===== src/rtl/rspc_pkg.sv =====
package rspc_pkg;

   localparam int SYM_W = 4;
   localparam int PAR_W = 2 * SYM_W;
   localparam logic [SYM_W-1:0] FIELD_LOW = 4'b0011;

   function automatic logic [SYM_W-1:0] gf_xtime(input logic [SYM_W-1:0] a);
      return {a[SYM_W-2:0], 1'b0} ^ (a[SYM_W-1] ? FIELD_LOW : '0);
   endfunction

   function automatic logic [SYM_W-1:0] gf_mul(input logic [SYM_W-1:0] a,
                                               input logic [SYM_W-1:0] b);
      logic [SYM_W-1:0] acc;
      logic [SYM_W-1:0] sh;
      acc = '0;
      sh  = a;
      for (int i = 0; i < SYM_W; i++) begin
         if (b[i]) acc = acc ^ sh;
         sh = gf_xtime(sh);
      end
      return acc;
   endfunction

   // Horner evaluation of a 6-symbol codeword, highest degree in the top nibble
   function automatic logic [SYM_W-1:0] gf_eval6(input logic [6*SYM_W-1:0] cw,
                                                input logic [SYM_W-1:0] beta);
      logic [SYM_W-1:0] acc;
      acc = '0;
      for (int i = 5; i >= 0; i--) acc = gf_mul(acc, beta) ^ cw[i*SYM_W +: SYM_W];
      return acc;
   endfunction

endpackage


===== src/rtl/rspc_gf_cmul.sv =====
module rspc_gf_cmul
   import rspc_pkg::*;
#(
   parameter logic [SYM_W-1:0] COEF = 4'h1
) (
   input  logic [SYM_W-1:0] a,
   output logic [SYM_W-1:0] y
);

   logic [SYM_W-1:0] part [SYM_W];

   for (genvar i = 0; i < SYM_W; i++) begin : g_bit
      localparam logic [SYM_W-1:0] CPOW = gf_mul(COEF, SYM_W'(1 << i));
      assign part[i] = a[i] ? CPOW : '0;
   end

   always_comb begin
      y = '0;
      for (int i = 0; i < SYM_W; i++) y = y ^ part[i];
   end

endmodule


===== src/rtl/rspc_sys_enc.sv =====
module rspc_sys_enc
   import rspc_pkg::*;
#(
   parameter int               N_MSG = 8,
   parameter logic [SYM_W-1:0] G1    = 4'h6,
   parameter logic [SYM_W-1:0] G0    = 4'h8,
   localparam int              MSG_W = N_MSG * SYM_W
) (
   input  logic [MSG_W-1:0] msg,
   output logic [PAR_W-1:0] parity
);

   if (N_MSG < 1) begin : g_bad_len
      $error("rspc_sys_enc: N_MSG must be at least 1");
   end

   logic [N_MSG:0][SYM_W-1:0] r1_s;
   logic [N_MSG:0][SYM_W-1:0] r0_s;

   assign r1_s[0] = '0;
   assign r0_s[0] = '0;

   for (genvar k = 0; k < N_MSG; k++) begin : g_stage
      logic [SYM_W-1:0] fb;
      logic [SYM_W-1:0] fb_g1;
      logic [SYM_W-1:0] fb_g0;

      assign fb = msg[(N_MSG-1-k)*SYM_W +: SYM_W] ^ r1_s[k];

      rspc_gf_cmul #(.COEF(G1)) u_m1 (.a(fb), .y(fb_g1));
      rspc_gf_cmul #(.COEF(G0)) u_m0 (.a(fb), .y(fb_g0));

      assign r1_s[k+1] = r0_s[k] ^ fb_g1;
      assign r0_s[k+1] = fb_g0;
   end

   assign parity = {r1_s[N_MSG], r0_s[N_MSG]};

endmodule


===== src/rtl/rspc_parity_chain.sv =====
module rspc_parity_chain
   import rspc_pkg::*;
#(
   parameter int               INST_W = 16,
   parameter int               IDX_W  = 12,
   parameter logic [SYM_W-1:0] G1     = 4'h6,
   parameter logic [SYM_W-1:0] G0     = 4'h8
) (
   input  logic              clk,
   input  logic              rst_n,
   input  logic              start,
   input  logic              flush,
   input  logic              in_valid,
   input  logic [INST_W-1:0] in_word,
   output logic              out_valid,
   output logic [PAR_W-1:0]  out_p1,
   output logic [PAR_W-1:0]  out_p2,
   output logic [IDX_W-1:0]  out_idx
);

   localparam int INST_SYM = INST_W / SYM_W;
   localparam int P1_SYM   = 2 * INST_SYM;
   localparam int P2_SYM   = 2 * (PAR_W / SYM_W);

   if (INST_W % SYM_W != 0) begin : g_bad_width
      $error("rspc_parity_chain: INST_W must be a multiple of the symbol width");
   end
   if (IDX_W < 1) begin : g_bad_idx
      $error("rspc_parity_chain: IDX_W must be at least 1");
   end

   logic              have_q;
   logic [INST_W-1:0] held_q;
   logic [PAR_W-1:0]  prev_q;
   logic [IDX_W-1:0]  idx_q;

   logic [INST_W-1:0] succ_word;
   logic              emit;
   logic [PAR_W-1:0]  p1_c;
   logic [PAR_W-1:0]  p2_c;

   assign succ_word = flush ? '0 : in_word;
   assign emit      = !start && have_q && (flush || in_valid);

   rspc_sys_enc #(.N_MSG(P1_SYM), .G1(G1), .G0(G0)) u_enc_p1 (
      .msg    ({held_q, succ_word}),
      .parity (p1_c)
   );

   rspc_sys_enc #(.N_MSG(P2_SYM), .G1(G1), .G0(G0)) u_enc_p2 (
      .msg    ({p1_c, prev_q}),
      .parity (p2_c)
   );

   always_ff @(posedge clk or negedge rst_n) begin
      if (!rst_n) begin
         have_q    <= 1'b0;
         held_q    <= '0;
         prev_q    <= '0;
         idx_q     <= '0;
         out_valid <= 1'b0;
         out_p1    <= '0;
         out_p2    <= '0;
         out_idx   <= '0;
      end else begin
         out_valid <= emit;
         if (emit) begin
            out_p1  <= p1_c;
            out_p2  <= p2_c;
            out_idx <= idx_q;
         end
         if (start) begin
            have_q <= in_valid;
            if (in_valid) held_q <= in_word;
            prev_q <= '0;
            idx_q  <= '0;
         end else if (flush) begin
            have_q <= 1'b0;
            prev_q <= '0;
            idx_q  <= '0;
         end else if (in_valid) begin
            have_q <= 1'b1;
            held_q <= in_word;
            if (have_q) begin
               prev_q <= p1_c;
               idx_q  <= idx_q + 1'b1;
            end
         end
      end
   end

endmodule


===== config.mk =====
export PLATFORM = sky130hd
export DESIGN_NAME = rspc_parity_chain
export DESIGN_NICKNAME = d
export VERILOG_FILES = /design/src/rtl/rspc_pkg.sv /design/src/rtl/rspc_gf_cmul.sv /design/src/rtl/rspc_sys_enc.sv /design/src/rtl/rspc_parity_chain.sv
export SDC_FILE = /design/constraint.sdc
export NUM_CORES = 1
export LEC_CHECK = 0
export BUFFER_PORTS_ARGS = -buffer_cell sky130_fd_sc_hd__buf_2
export CAP_MARGIN = 30
export CORE_AREA = 2 2 98 171
export CTS_CLUSTER_DIAMETER = 150
export DETAILED_ROUTE_END_ITERATION = 10
export DIE_AREA = 0 0 100 173
export MAX_ROUTING_LAYER = met4
export PLACE_DENSITY = 0.44
export SETUP_SLACK_MARGIN = 0.2
export SYNTH_ARGS = -nofsm -noshare
export SYNTH_HDL_FRONTEND = slang
export SYNTH_HIERARCHICAL = 1
export SYNTH_SLANG_ARGS = --single-unit
export TNS_END_PERCENT = 5

===== constraint.sdc =====
create_clock -name clk -period 14.6 [get_ports clk]
set_input_delay 2.92 -clock clk [delete_from_list [all_inputs] [get_ports clk]]
set_output_delay 2.92 -clock clk [all_outputs]
set_load 0.02 [all_outputs]

# After elaboration in Yosys (flattened, before gate mapping)

Cells that the tools add are included.

Bits in registers: 66
Word-level logic and storage cells: 220
Output and inout bits: 29

Bitwise logic cells: 92
Multiplexer cells: 111
Equality and inequality tests: 1
Add/subtract/negate cells: 1
Reductions and logical operators: 7

Operators by type and width:

| cell                                          | count |
|---|---|
| bitwise XOR 4 bit                             | 56 |
| 2-to-1 mux 4 bit                              | 48 |
| 2-to-1 mux 3 bit                              | 36 |
| bitwise XOR 4 x 3 -> 4 bit                    | 24 |
| 2-to-1 mux 16 bit                             | 4 |
| 2-to-1 mux 12 bit                             | 4 |
| bitwise XOR 4 x 2 -> 4 bit                    | 12 |
| 2-to-1 mux 8 bit                              | 4 |
| 2-to-1 mux 2 bit                              | 12 |
| adder 12 x 1 -> 12 bit, second input constant | 1 |
| nonzero test 3 bit                            | 2 |
| 2-to-1 mux 1 bit                              | 3 |
| logical AND 1 bit                             | 2 |
| != test 2 bit, second input constant          | 1 |
| AND reduction 2 bit                           | 1 |
| zero test 1 bit                               | 1 |
| logical OR 1 bit                              | 1 |

# Longest topological paths before layout

Gate-level depths: netlist (run 1).

Depth after elaboration: 68
Gate-level depth with buffers: 25
Depth with buffers taken out: 25

# Cells and area by module

Netlist (run 1), hierarchy kept.

Modules (own cells, without submodules):

| module                                       | area an instance (um^2) | seq. area each (um^2) | instances | cells each |
|---|---|---|---|---|
| rspc_parity_chain                            | 2773.9                  | 1651.6                | 1         | 216 |
| rspc_sys_enc at u_enc_p1                     | 640.6                   | 0.0                   | 1         | 32 |
| rspc_gf_cmul at u_enc_p1.g_stage[0].u_m1 ... | 50.0                    | 0.0                   | 12        | 4 |
| rspc_gf_cmul at u_enc_p1.g_stage[0].u_m0 ... | 33.8                    | 0.0                   | 12        | 4 |
| rspc_sys_enc at u_enc_p2                     | 260.2                   | 0.0                   | 1         | 16 |

# Worst setup path after synthesis (run 1)

No wires, ideal clock.

Path type: input-to-reg
Start point: in flush
End point: reg out_p2[6]
Arrival time: 9.994 ns
Setup time: 0.125 ns
Required time: 14.475 ns
Setup slack: 4.481 ns
Stages on the path: 21
Path through: clkbuf_2 > clkbuf_1 > nor2b_1 > xor3_1 > xor2_1 > xor3_1 > xor3_1 > xor3_1 > xor2_1 > xor3_1 > xor3_1 > xor2_1 > xor2_1 > xor2_1 > xor3_1 > xor3_1 > xor2_1 > xor3_1 > xor3_1 > xor2_1 > mux2_2

Elaborated cells on any way between the ends: 118
Classes of those cells: mux (58); bitwise (58); reduce/logical (2)

RTL lines:

| what                             | RTL line                | source |
|---|---|---|
| start: declaration               | rspc_parity_chain.sv:12 | `input logic flush,` |
| 2-to-1 mux 16 bit                | rspc_parity_chain.sv:42 | `assign succ_word = flush ? '0 : in_word;` |
| net succ_word[14]                | rspc_parity_chain.sv:37 | `logic [INST_W-1:0] succ_word;` |
| bitwise XOR 4 bit                | rspc_sys_enc.sv:28      | `assign fb = msg[(N_MSG-1-k)*SYM_W +: SYM_W] ^ r1_s[k];` |
| net u_enc_p1.g_stage[4].fb[2]    | rspc_sys_enc.sv:24      | `logic [SYM_W-1:0] fb;` |
| 2-to-1 mux 4 bit                 | rspc_gf_cmul.sv:14      | `assign part[i] = a[i] ? CPOW : '0;` |
| bitwise XOR 4 bit                | rspc_gf_cmul.sv:19      | `for (int i = 0; i < SYM_W; i++) y = y ^ part[i];` |
| bitwise XOR 4 x 3 -> 4 bit       | rspc_gf_cmul.sv:19      |  |
| net u_enc_p1.g_stage[4].fb_g1[3] | rspc_sys_enc.sv:25      | `logic [SYM_W-1:0] fb_g1;` |
| [... 2 more ...]                 | n/a                     |  |
| net u_enc_p1.g_stage[5].fb[3]    | rspc_sys_enc.sv:24      |  |
| [... 2 more ...]                 | n/a                     |  |
| net u_enc_p1.g_stage[5].fb_g1[2] | rspc_sys_enc.sv:25      |  |
| [... 2 more ...]                 | n/a                     |  |
| net u_enc_p1.g_stage[6].fb[2]    | rspc_sys_enc.sv:24      |  |
| [... 3 more ...]                 | n/a                     |  |
| net u_enc_p1.g_stage[6].fb_g1[3] | rspc_sys_enc.sv:25      |  |
| [... 2 more ...]                 | n/a                     |  |
| net u_enc_p1.g_stage[7].fb[3]    | rspc_sys_enc.sv:24      |  |
| [... 2 more ...]                 | n/a                     |  |
| net u_enc_p1.g_stage[7].fb_g1[2] | rspc_sys_enc.sv:25      |  |
| [... 1 more ...]                 | n/a                     |  |
| net p1_c[6]                      | rspc_parity_chain.sv:39 | `logic [PAR_W-1:0] p1_c;` |
| [... 3 more ...]                 | n/a                     |  |
| net u_enc_p2.g_stage[0].fb_g1[3] | rspc_sys_enc.sv:25      |  |
| [... 1 more ...]                 | n/a                     |  |
| net u_enc_p2.g_stage[1].fb[3]    | rspc_sys_enc.sv:24      |  |
| [... 2 more ...]                 | n/a                     |  |
| net u_enc_p2.g_stage[1].fb_g1[2] | rspc_sys_enc.sv:25      |  |
| [... 2 more ...]                 | n/a                     |  |
| net u_enc_p2.g_stage[2].fb[2]    | rspc_sys_enc.sv:24      |  |
| [... 3 more ...]                 | n/a                     |  |
| net u_enc_p2.g_stage[2].fb_g1[3] | rspc_sys_enc.sv:25      |  |
| bitwise XOR 4 bit                | rspc_sys_enc.sv:33      | `assign r1_s[k+1] = r0_s[k] ^ fb_g1;` |
| bitwise XOR 4 bit                | rspc_sys_enc.sv:28      |  |
| net u_enc_p2.g_stage[3].fb[3]    | rspc_sys_enc.sv:24      |  |
| 2-to-1 mux 3 bit                 | rspc_gf_cmul.sv:14      |  |
| bitwise XOR 4 x 3 -> 4 bit       | rspc_gf_cmul.sv:19      |  |
| net u_enc_p2.g_stage[3].fb_g1[2] | rspc_sys_enc.sv:25      |  |
| bitwise XOR 4 bit                | rspc_sys_enc.sv:33      |  |
| net p2_c[6]                      | rspc_parity_chain.sv:40 | `logic [PAR_W-1:0] p2_c;` |
| end signal: assignment           | rspc_parity_chain.sv:69 | `out_p2 <= p2_c;` |
| end: declaration                 | rspc_parity_chain.sv:17 | `output logic [PAR_W-1:0] out_p2,` |

The timed path passes the listed nets, and every way through them passes these cells.
A chain may end at the register's enable or synchronous reset.

# Worst setup path after layout (run 1)

Start point: reg held_q[15]
End point: reg out_p2[6]

Elaborated cells on any way between the ends: 163
Classes of those cells: mux (79); bitwise (84)

RTL lines:

| what                             | RTL line                | source |
|---|---|---|
| start: declaration               | rspc_parity_chain.sv:33 | `logic [INST_W-1:0] held_q;` |
| start signal: assignment         | rspc_parity_chain.sv:74 | `if (in_valid) held_q <= in_word;` |
| start signal: assignment         | rspc_parity_chain.sv:83 | `held_q <= in_word;` |
| 2-to-1 mux 3 bit                 | rspc_gf_cmul.sv:14      |  |
| bitwise XOR 4 x 3 -> 4 bit       | rspc_gf_cmul.sv:19      |  |
| net u_enc_p1.g_stage[0].fb_g1[2] | rspc_sys_enc.sv:25      |  |
| bitwise XOR 4 bit                | rspc_sys_enc.sv:28      |  |
| net u_enc_p1.g_stage[1].fb[2]    | rspc_sys_enc.sv:24      |  |
| 2-to-1 mux 4 bit                 | rspc_gf_cmul.sv:14      |  |
| bitwise XOR 4 bit                | rspc_gf_cmul.sv:19      |  |
| bitwise XOR 4 x 3 -> 4 bit       | rspc_gf_cmul.sv:19      |  |
| net u_enc_p1.g_stage[1].fb_g1[3] | rspc_sys_enc.sv:25      |  |
| [... 2 more ...]                 | n/a                     |  |
| net u_enc_p1.g_stage[2].fb[3]    | rspc_sys_enc.sv:24      |  |
| [... 2 more ...]                 | n/a                     |  |
| net u_enc_p1.g_stage[2].fb_g1[2] | rspc_sys_enc.sv:25      |  |
| [... 2 more ...]                 | n/a                     |  |
| net u_enc_p1.g_stage[3].fb[2]    | rspc_sys_enc.sv:24      |  |
| [... 3 more ...]                 | n/a                     |  |
| net u_enc_p1.g_stage[3].fb_g1[3] | rspc_sys_enc.sv:25      |  |
| [... 2 more ...]                 | n/a                     |  |
| net u_enc_p1.g_stage[4].fb[3]    | rspc_sys_enc.sv:24      |  |
| [... 2 more ...]                 | n/a                     |  |
| net u_enc_p1.g_stage[4].fb_g1[2] | rspc_sys_enc.sv:25      |  |
| [... 2 more ...]                 | n/a                     |  |
| net u_enc_p1.g_stage[5].fb[2]    | rspc_sys_enc.sv:24      |  |
| [... 3 more ...]                 | n/a                     |  |
| net u_enc_p1.g_stage[5].fb_g1[3] | rspc_sys_enc.sv:25      |  |
| [... 2 more ...]                 | n/a                     |  |
| net u_enc_p1.g_stage[6].fb[3]    | rspc_sys_enc.sv:24      |  |
| [... 2 more ...]                 | n/a                     |  |
| net u_enc_p1.g_stage[6].fb_g1[2] | rspc_sys_enc.sv:25      |  |
| [... 2 more ...]                 | n/a                     |  |
| net u_enc_p1.g_stage[7].fb[2]    | rspc_sys_enc.sv:24      |  |
| [... 3 more ...]                 | n/a                     |  |
| net u_enc_p1.g_stage[7].fb_g1[3] | rspc_sys_enc.sv:25      |  |
| [... 1 more ...]                 | n/a                     |  |
| net p1_c[7]                      | rspc_parity_chain.sv:39 |  |
| [... 2 more ...]                 | n/a                     |  |
| net u_enc_p2.g_stage[0].fb_g1[2] | rspc_sys_enc.sv:25      |  |
| [... 1 more ...]                 | n/a                     |  |
| net u_enc_p2.g_stage[1].fb[2]    | rspc_sys_enc.sv:24      |  |
| [... 3 more ...]                 | n/a                     |  |
| net u_enc_p2.g_stage[1].fb_g1[1] | rspc_sys_enc.sv:25      |  |
| [... 2 more ...]                 | n/a                     |  |
| net u_enc_p2.g_stage[2].fb[1]    | rspc_sys_enc.sv:24      |  |
| [... 4 more ...]                 | n/a                     |  |
| net u_enc_p2.g_stage[2].fb_g1[3] | rspc_sys_enc.sv:25      |  |
| bitwise XOR 4 bit                | rspc_sys_enc.sv:33      |  |
| bitwise XOR 4 bit                | rspc_sys_enc.sv:28      |  |
| net u_enc_p2.g_stage[3].fb[3]    | rspc_sys_enc.sv:24      |  |
| 2-to-1 mux 3 bit                 | rspc_gf_cmul.sv:14      |  |
| bitwise XOR 4 x 3 -> 4 bit       | rspc_gf_cmul.sv:19      |  |
| net u_enc_p2.g_stage[3].fb_g1[2] | rspc_sys_enc.sv:25      |  |
| bitwise XOR 4 bit                | rspc_sys_enc.sv:33      |  |
| net p2_c[6]                      | rspc_parity_chain.sv:40 |  |

The timed path passes the listed nets, and every way through them passes these cells.

==> run summary, run 1 <==
The run finished with clean final reports. In this run, distinct cell masters in the synthesized netlist total 32. Clock tree synthesis found a total of 66 sinks. Global routing finished with a remaining overflow of 0. 50 I/O pins were placed. The count of final hold-check violations is 0, and the top-area cell type share of the netlist area is 0.353. Port buffering added 49 buffers.

For the number of nets with antenna violations after routing, the log shows 0. After floorplanning, the core was sized to cover 0.0159 sq mm. The total via count in the routed design came out at 2683.

Setup repair after global routing left no endpoint under its margin. The category of the worst setup path capture point is a flip-flop. The remaining routing DRC violations is 0.

The class of the most critical hold timing path is reg2reg. By startpoint and endpoint, the worst setup path is classified as reg2reg. By area the synthesized netlist is led by sky130_fd_sc_hd__dfrtp_1 35%, sky130_fd_sc_hd__xor3_1 22%, sky130_fd_sc_hd__xor2_1 17%. Setup violations remaining at the end of the flow were counted as 0. After the first detailed-routing iteration, the DRC count stood at 75. The share of the clock period used by the worst path after layout was 0.760; the clock latency on the worst-skew pair was 0.33 ns.

The biggest fanout along the worst timing path is 6. The first global-routing pass estimated 16400 um of wire. In the final layout, the multi-input gates occupy 0.00287 sq mm. The number of enable flip-flop cells after synthesis was 0.

The average cell area after synthesis is 13.0 sq um, and the portion of the post-synthesis area used by sequential elements is 0.353. Die outline width: 100 um. For this run, the number of Yosys warnings is 6.

Across the whole layout, storage elements account for 0.00165 sq mm. The ratio of cells with drive above 1 in the final layout was 0.283; the detailed placer's ending HPWL was 7810 um. Max-cap violations in this run came to 0. For the effective utilization at floorplan, the log shows 0.295. The required time of the worst setup path was 14.82 ns; the worst setup skew after layout was 0.00832 ns.

The worst slew slack as a fraction of its limit is 0.398, and the height of the die is 173 um. The routability-driven placement congestion ratio came out at 0.762. Entering global routing, the biggest net connects 67 pins. For the aggregate global-route resource usage, the log shows 0.130. In this run, CTS created clock tree buffers numbering 9. Fill cells in the final layout number 1629.

The detail-routed net length per standard cell came out at 17.6 um. The clock-pin transition on the worst setup and hold timing paths is 0.06 ns, and the synthesized instance count is 360. The tools report the cell row count as 61.

Element type at the critical path start: a flip-flop. After clock tree synthesis, the repair step resized 0 gates. After detailed routing, the number of vias per cell comes to 4.51.

TritonCTS built the clock tree. The number of setup buffers added after CTS is 0. Among all flip-flop cells after synthesis, the most frequent one is sky130_fd_sc_hd__dfrtp_1. The number of global-route vias before repair is 2875, and the number of antenna repair diodes is 0. The total iterations of the first detailed-routing run came out at 4. The net count of the mapped netlist came out at 382.

Synthesis inferred 66 register bits. Derived from the worst setup path, the maximum achievable clock frequency is 90.1 MHz. Total standard cell area after synthesis: 0.00468 sq mm. The number of levels in the clock H-tree is 3, and the area growth from synthesis to layout is 13.6%. The run gives 0 as the final count of pins violating max slew. At the pin with the least slew margin, the transition time is 0.903 ns. The cell with the most instances after synthesis is sky130_fd_sc_hd__xor2_1. The root buffer selected by CTS is sky130_fd_sc_hd__clkbuf_16. At the end of the flow, the number of nets in the layout was 423. Counting I/O delays and the setup requirement, the final critical path takes 11.10 ns. The floorplan step defined a die boundary enclosing 0.0173 sq mm. Dominant cell type by area after synthesis: sky130_fd_sc_hd__dfrtp_1. Share of flip-flops with an asynchronous set or reset: 1.00. For the post-cts hold buffer count, the log shows 0. For this block, the routed nets add up to 10500 um of wire.

The number of buffers on the longest clock path is 2, and the sum of negative setup slack is 0 ns. The commonest cells after synthesis are 91 x sky130_fd_sc_hd__xor2_1, 66 x sky130_fd_sc_hd__dfrtp_1, 44 x sky130_fd_sc_hd__mux2_2, 44 x sky130_fd_sc_hd__xor3_1, 25 x sky130_fd_sc_hd__nand2_1. The number of antenna violations at the first check in global routing came out at 0.

For the worst setup path, the data arrival time is 11.32 ns.
==> sequential cells by signal, summed over array words and instances, names as in the netlist <==
signal and count:
out_p2 8, out_idx 12, out_valid 1, out_p1 8
held_q 16, have_q 1, idx_q 12, prev_q 8
==> path summary, 6_finish.rpt <==
kind / start / to / slack [ns] / depth (start not counted)
min reg2reg: out_p1[7]$_DFFE_PN0P_ / out_p1[7]$_DFFE_PN0P_ / 0.50 / 1
max: held_q[15]$_DFFE_PN0P_ / out_p2[6]$_DFFE_PN0P_ / 3.50 / 25
max in group asynchronous: rst_n / held_q[12]$_DFFE_PN0P_ / 11.21 / 2
max reg2reg: held_q[15]$_DFFE_PN0P_ / out_p2[6]$_DFFE_PN0P_ / 3.50 / 25
min: out_p1[7]$_DFFE_PN0P_ / out_p1[7]$_DFFE_PN0P_ / 0.50 / 1
min in group asynchronous: rst_n / out_p2[7]$_DFFE_PN0P_ / 2.78 / 2
==> cell families after synthesis <==
logic type               share of synthesized area
XOR/XNOR                                     0.405
buffers and inverters                       0.0337
flip-flops                                   0.353
multiplexers                                 0.106
adder cells (fa/ha/maj)                    0.00267
AND/OR/NAND/NOR                             0.0743
AO/OA/AOI/OAI                               0.0257
==> through the flow <==
stage / hold slack (ns) / area (sq um) / std cells / util / setup WS (ns)
after floorplan: 0.491 / 4680 / 360 / - / 4.48
after global placement: 0.486 / 5030 / 579 / 0.317 / 3.42
after detailed placement: 0.488 / 5030 / 579 / 0.317 / 3.45
after CTS: 0.507 / 5320 / 595 / 0.335 / 3.38
after global routing: 0.521 / 5320 / 595 / 0.335 / 2.92
final: 0.503 / 5320 / 595 / 0.335 / 3.50
==> layer usage <==
layer | vias up | global-route usage | share of wire
met5 | - | - | 0
met4 | 0 | 0.0428 | 0.015
met3 | 8 | 0.0222 | 0.020
met2 | 37 | 0.233 | 0.56
met1 | 1347 | 0.142 | 0.41
li1 | 1291 | - | -
==> placed cells by master, fill, tap and decap left out, types with 2 or more instances in the layout <==
master | Yosys | routed
sky130_fd_sc_hd__inv_6 | 0 | 4
sky130_fd_sc_hd__xor3_1 | 44 | 44
sky130_fd_sc_hd__clkinv_4 | 0 | 2
sky130_fd_sc_hd__nor2b_1 | 16 | 16
sky130_fd_sc_hd__xnor2_1 | 6 | 6
sky130_fd_sc_hd__clkbuf_16 | 0 | 9
sky130_fd_sc_hd__dfrtp_1 | 66 | 66
sky130_fd_sc_hd__nand3_1 | 2 | 2
sky130_fd_sc_hd__inv_1 | 3 | 3
sky130_fd_sc_hd__nand4_1 | 4 | 4
sky130_fd_sc_hd__xor2_1 | 91 | 91
sky130_fd_sc_hd__a21oi_1 | 11 | 11
sky130_fd_sc_hd__nor2_1 | 10 | 10
sky130_fd_sc_hd__nand2_1 | 25 | 25
sky130_fd_sc_hd__mux2_2 | 44 | 44
sky130_fd_sc_hd__buf_2 | 2 | 49
sky130_fd_sc_hd__buf_4 | 13 | 2
sky130_fd_sc_hd__nor4b_2 | 2 | 2
sky130_fd_sc_hd__nor3_1 | 2 | 2
==> final cells by class <==
class / count / area share
Inverter: 3 / 0.00212
Tap cell: 189 / 0.0445
Sequential cell: 66 / 0.311
Clock buffer: 9 / 0.0424
Timing Repair Buffer: 51 / 0.0490
Multi-Input combinational cell: 270 / 0.540
Clock inverter: 7 / 0.0113
==> worst max-delay path, stage by stage (launching register included) <==
cell,delay [ns]
sky130_fd_sc_hd__dfrtp_1,0.44
sky130_fd_sc_hd__xor3_1,0.45
sky130_fd_sc_hd__xor2_1,0.53
sky130_fd_sc_hd__xor2_1,0.14
sky130_fd_sc_hd__xor3_1,0.58
sky130_fd_sc_hd__xor3_1,0.47
sky130_fd_sc_hd__xor3_1,0.56
sky130_fd_sc_hd__xor2_1,0.18
sky130_fd_sc_hd__xor3_1,0.53
sky130_fd_sc_hd__xor3_1,0.42
sky130_fd_sc_hd__xor3_1,0.53
sky130_fd_sc_hd__xor2_1,0.21
sky130_fd_sc_hd__xor3_1,0.55
sky130_fd_sc_hd__xor3_1,0.47
sky130_fd_sc_hd__xor3_1,0.58
sky130_fd_sc_hd__xor2_1,0.23
sky130_fd_sc_hd__xor2_1,0.61
sky130_fd_sc_hd__xor3_1,0.55
sky130_fd_sc_hd__xor2_1,0.56
sky130_fd_sc_hd__xor2_1,0.20
sky130_fd_sc_hd__xor3_1,0.57
sky130_fd_sc_hd__xor2_1,0.20
sky130_fd_sc_hd__xor3_1,0.52
sky130_fd_sc_hd__xor3_1,0.47
sky130_fd_sc_hd__xor2_1,0.17
sky130_fd_sc_hd__mux2_2,0.26
Power of run 1 is not shown: default switching activity piles up to over one toggle a cycle in this logic, so the estimate is an artifact.
==> run 2: changes to the inputs <==
PLACE_DENSITY = 0.45   (was 0.44)
clock period = 9.5 ns   (was 14.6 ns; I/O delays follow)
==> run 2 against run 1 <==
Critical path depth grew 4. Count of clock-buffer cells in the layout grew 2. Routed wire length grew 5.3%. Flip-flop and latch count is the same. Critical endpoint is now out_p2[5]$_DFFE_PN0P_. Largest cell class unchanged.
==> run summary, run 2 (same netlist as run 1, synthesis figures left out) <==
The minimum period implied by the final worst setup slack came out at 8.96 ns (-2.13 ns). The tools report the root buffer selected by CTS as sky130_fd_sc_hd__clkbuf_16. The largest registers in the layout are held_q x16, idx_q x12, out_idx x12. The run gives 0.295 (unchanged) as the effective utilization at floorplan. The data arrival time at the worst-slack endpoint is 9.18 ns (-2.14 ns), and the required time of the worst setup path is 9.72 ns (-5.10 ns).

The cell row count came out at 61 (unchanged). The fmax was 112 MHz (+24%). The actual transition at the worst max-transition pin is 0.881 ns (-0.0223 ns). The count of nets after finishing came out at 466 (+10%).

Leaving out fill and tap cells, the most frequent cells in the layout are 79 x sky130_fd_sc_hd__xor2_1, 64 x sky130_fd_sc_hd__dfrtp_1, 49 x sky130_fd_sc_hd__buf_2. The total iterations of the first detailed-routing run is 4 (unchanged). The residual overflow from global routing was 0 (unchanged); the worst setup skew after layout was 0.00714 ns (-0.00118 ns). The count of routing violations after the opening detailed-route iteration was 42 (-44%); the number of cells on the worst hold path was 1 (unchanged). The max-cap check violation count is 0 (unchanged). The tools report the final count of pins violating max slew as 0 (unchanged). Detail-routed net length per standard cell: 17.3 um (-1.8%). The internal reg-to-reg setup slack was 0.54 ns (-2.97 ns). Fill cell total of the finished layout: 1586 (-2.6%). The largest individual stage delay along the critical path comes from the cell sky130_fd_sc_hd__xor3_2. The pre-CTS setup slack came out at -0.119 ns (-3.57 ns). The flow ran to the end, and the final reports show no timing, DRC or antenna violations. The height of the die is 173 um (unchanged). The number of antenna violations at the first check in global routing came out at 0 (unchanged). The clock-pin transition on the worst setup and hold timing paths works out to 0.06 ns (about the same). The share of the core filled with cells in the final layout was 0.366 (+0.0312); the ratio of routed vias to standard cells was 4.48 (-0.69%). In this design, the critical path's most frequently occurring cell is sky130_fd_sc_hd__xor2_1. The register name with the most flops is held_q. The ratio of cells with drive above 1 in the final layout came out at 0.437 (+0.153).

Biggest fanout along the worst timing path: 5 (-1). STA classifies the critical path startpoint as a flip-flop. The maximum number of pins on one net before global-route repair is 67 (unchanged). The logs give 0.34 ns (about the same) for the clock latency on the worst-skew pair and 9 (unchanged) for the number of CTS-inserted buffers.

The worst slew slack as a fraction of its limit came out at 0.413 (+0.0149). The total wirelength of the detailed-routed design came out at 11000 um (+5.3%). The tightest min-delay check is of the reg2reg type. The number of global-route vias before repair came out at 3123 (+8.6%). The logs give 0.0159 sq mm (unchanged) for the total core area and 2857 (+6.5%) for the total via count in the routed design.

The tools report the final worst setup slack as 0.537 ns (-2.97 ns). The number of flip-flops in the largest register is 16 (unchanged), and the first-pass GRT wire length is 17400 um (+5.6%). For the number of antenna repair diodes, the log shows 0 (unchanged). Worst hold path startpoint: out_p1[1]$_DFFE_PN0P_.

Setup repair after global routing left no endpoint under its margin. The die outline width is 100 um (unchanged). For the final-report setup violation count, the log shows 0 (unchanged). TritonCTS built the clock tree. The number of nets with antenna violations after routing was 0 (unchanged). Number of buffers on the longest clock path: 2 (unchanged).

The worst register-to-register path ends at out_p2[5]$_DFFE_PN0P_. Remaining routing DRC violations: 0 (unchanged). The share of the clock period used by the worst path after layout was 0.943 (+0.184); the routability-driven placement congestion ratio was 0.780 (+2.4%). The worst stage delay on the critical path works out to 0.52 ns (-0.09 ns). The number of buffers inserted by port buffering came out at 49 (unchanged). The run gives 3 (unchanged) as the number of levels in the clock H-tree.

For the number of sinks on the clock net, the log shows 66 (unchanged). Count of final hold-check violations: 0 (unchanged). The overall die area was 0.0173 sq mm (unchanged). The post-cts hold buffer count was 0 (unchanged). The worst-case reg-to-reg path depth is 29 (+16%), and the area growth from synthesis to layout is 24.2%. Launch point of the worst reg-to-reg path: held_q[15]$_DFFE_PN0P_. The number of primary I/O pins came out at 50 (unchanged).

The detailed placer's ending HPWL was 8180 um (+4.8%). For hold timing, the worst endpoint is out_p1[1]$_DFFE_PN0P_. The library cell used most frequently in the layout, excluding fill and tap cells, is sky130_fd_sc_hd__xor2_1.

Type of the setup path with the least slack: reg2reg. The tools report the aggregate global-route resource usage as 0.136 (+0.00675). STA classifies the critical path endpoint as a flip-flop.
[run 2: cell types whose count changed in the layout (fill, tap and decap cells not counted), moves of 2 or more]
cell                       before  now
sky130_fd_sc_hd__buf_4          2   45
sky130_fd_sc_hd__xor3_1        44   20
sky130_fd_sc_hd__xor3_2         0   24
sky130_fd_sc_hd__xor2_1        91   79
sky130_fd_sc_hd__xor2_2         0   10
sky130_fd_sc_hd__inv_6          4    1
sky130_fd_sc_hd__clkbuf_8       0    2
sky130_fd_sc_hd__dfrtp_1       66   64
sky130_fd_sc_hd__dfrtp_2        0    2
sky130_fd_sc_hd__xor2_4         0    2
[run 2: layout make-up]
type	count	area [sq um]	share of cell area
clock inverter	5	60.1	0.0103
timing repair buffer	94	583	0.100
multi-input combinational	270	3010	0.519
sequential	66	1650	0.285
tap	189	236	0.0407
clock buffer	11	253	0.0435
inverter	3	11.3	0.00194
[run 2: metrics by stage]
step / instances / hold slack [ns] / area (sq um) / TNS, ns
floorplan: 360 / 0.491 / 4780 / 0
global route: 638 / 0.518 / 5810 / 0
global placement: 602 / 0.482 / 5300 / -0.0418
detailed placement: 602 / 0.487 / 5300 / -0.280
CTS: 624 / 0.500 / 5680 / 0
finish: 638 / 0.495 / 5810 / 0
[run 2: worst max-delay path, delay by kind of cell (launching register included)]
family                    cells  cell delay (ns)
muxes                         1             0.26
DFF                           1             0.44
buffers and inverters         4             0.66
xor gates and xnor gates     24             7.47
[run 2: how the worst max path moves through the flow]
stage / cells past startpoint / slack [ns] / startpoint / end
floorplan: 25 / 0.16 / held_q[14]$_DFFE_PN0P_ / out_p2[6]$_DFFE_PN0P_
global placement: 25 / -0.04 / held_q[14]$_DFFE_PN0P_ / out_p2[6]$_DFFE_PN0P_
detailed placement: 25 / -0.12 / held_q[15]$_DFFE_PN0P_ / out_p2[6]$_DFFE_PN0P_
CTS: 27 / 0.26 / held_q[15]$_DFFE_PN0P_ / out_p2[5]$_DFFE_PN0P_
global route: 29 / 0.16 / held_q[15]$_DFFE_PN0P_ / out_p2[6]$_DFFE_PN0P_
finish: 29 / 0.54 / held_q[15]$_DFFE_PN0P_ / out_p2[5]$_DFFE_PN0P_
[run 2: what timing repair did]
item                                    4_1_cts  5_1_grt
endpoints found under the setup margin        7        7
cloned                                        0        0
setup buffers                                 6       13
hold endpoints to repair                      0        0
resized for setup                            13        6
pin swaps                                     7        8
[run 2: layer usage]
layer  track usage  wire [um]  up-vias
li1              -          -     1363
met1         0.146       4300     1429
met2         0.245       6200       50
met3        0.0251        280       15
met4        0.0508        227        0
met5             -          0        -
Power of run 2 is left out for the same reason.
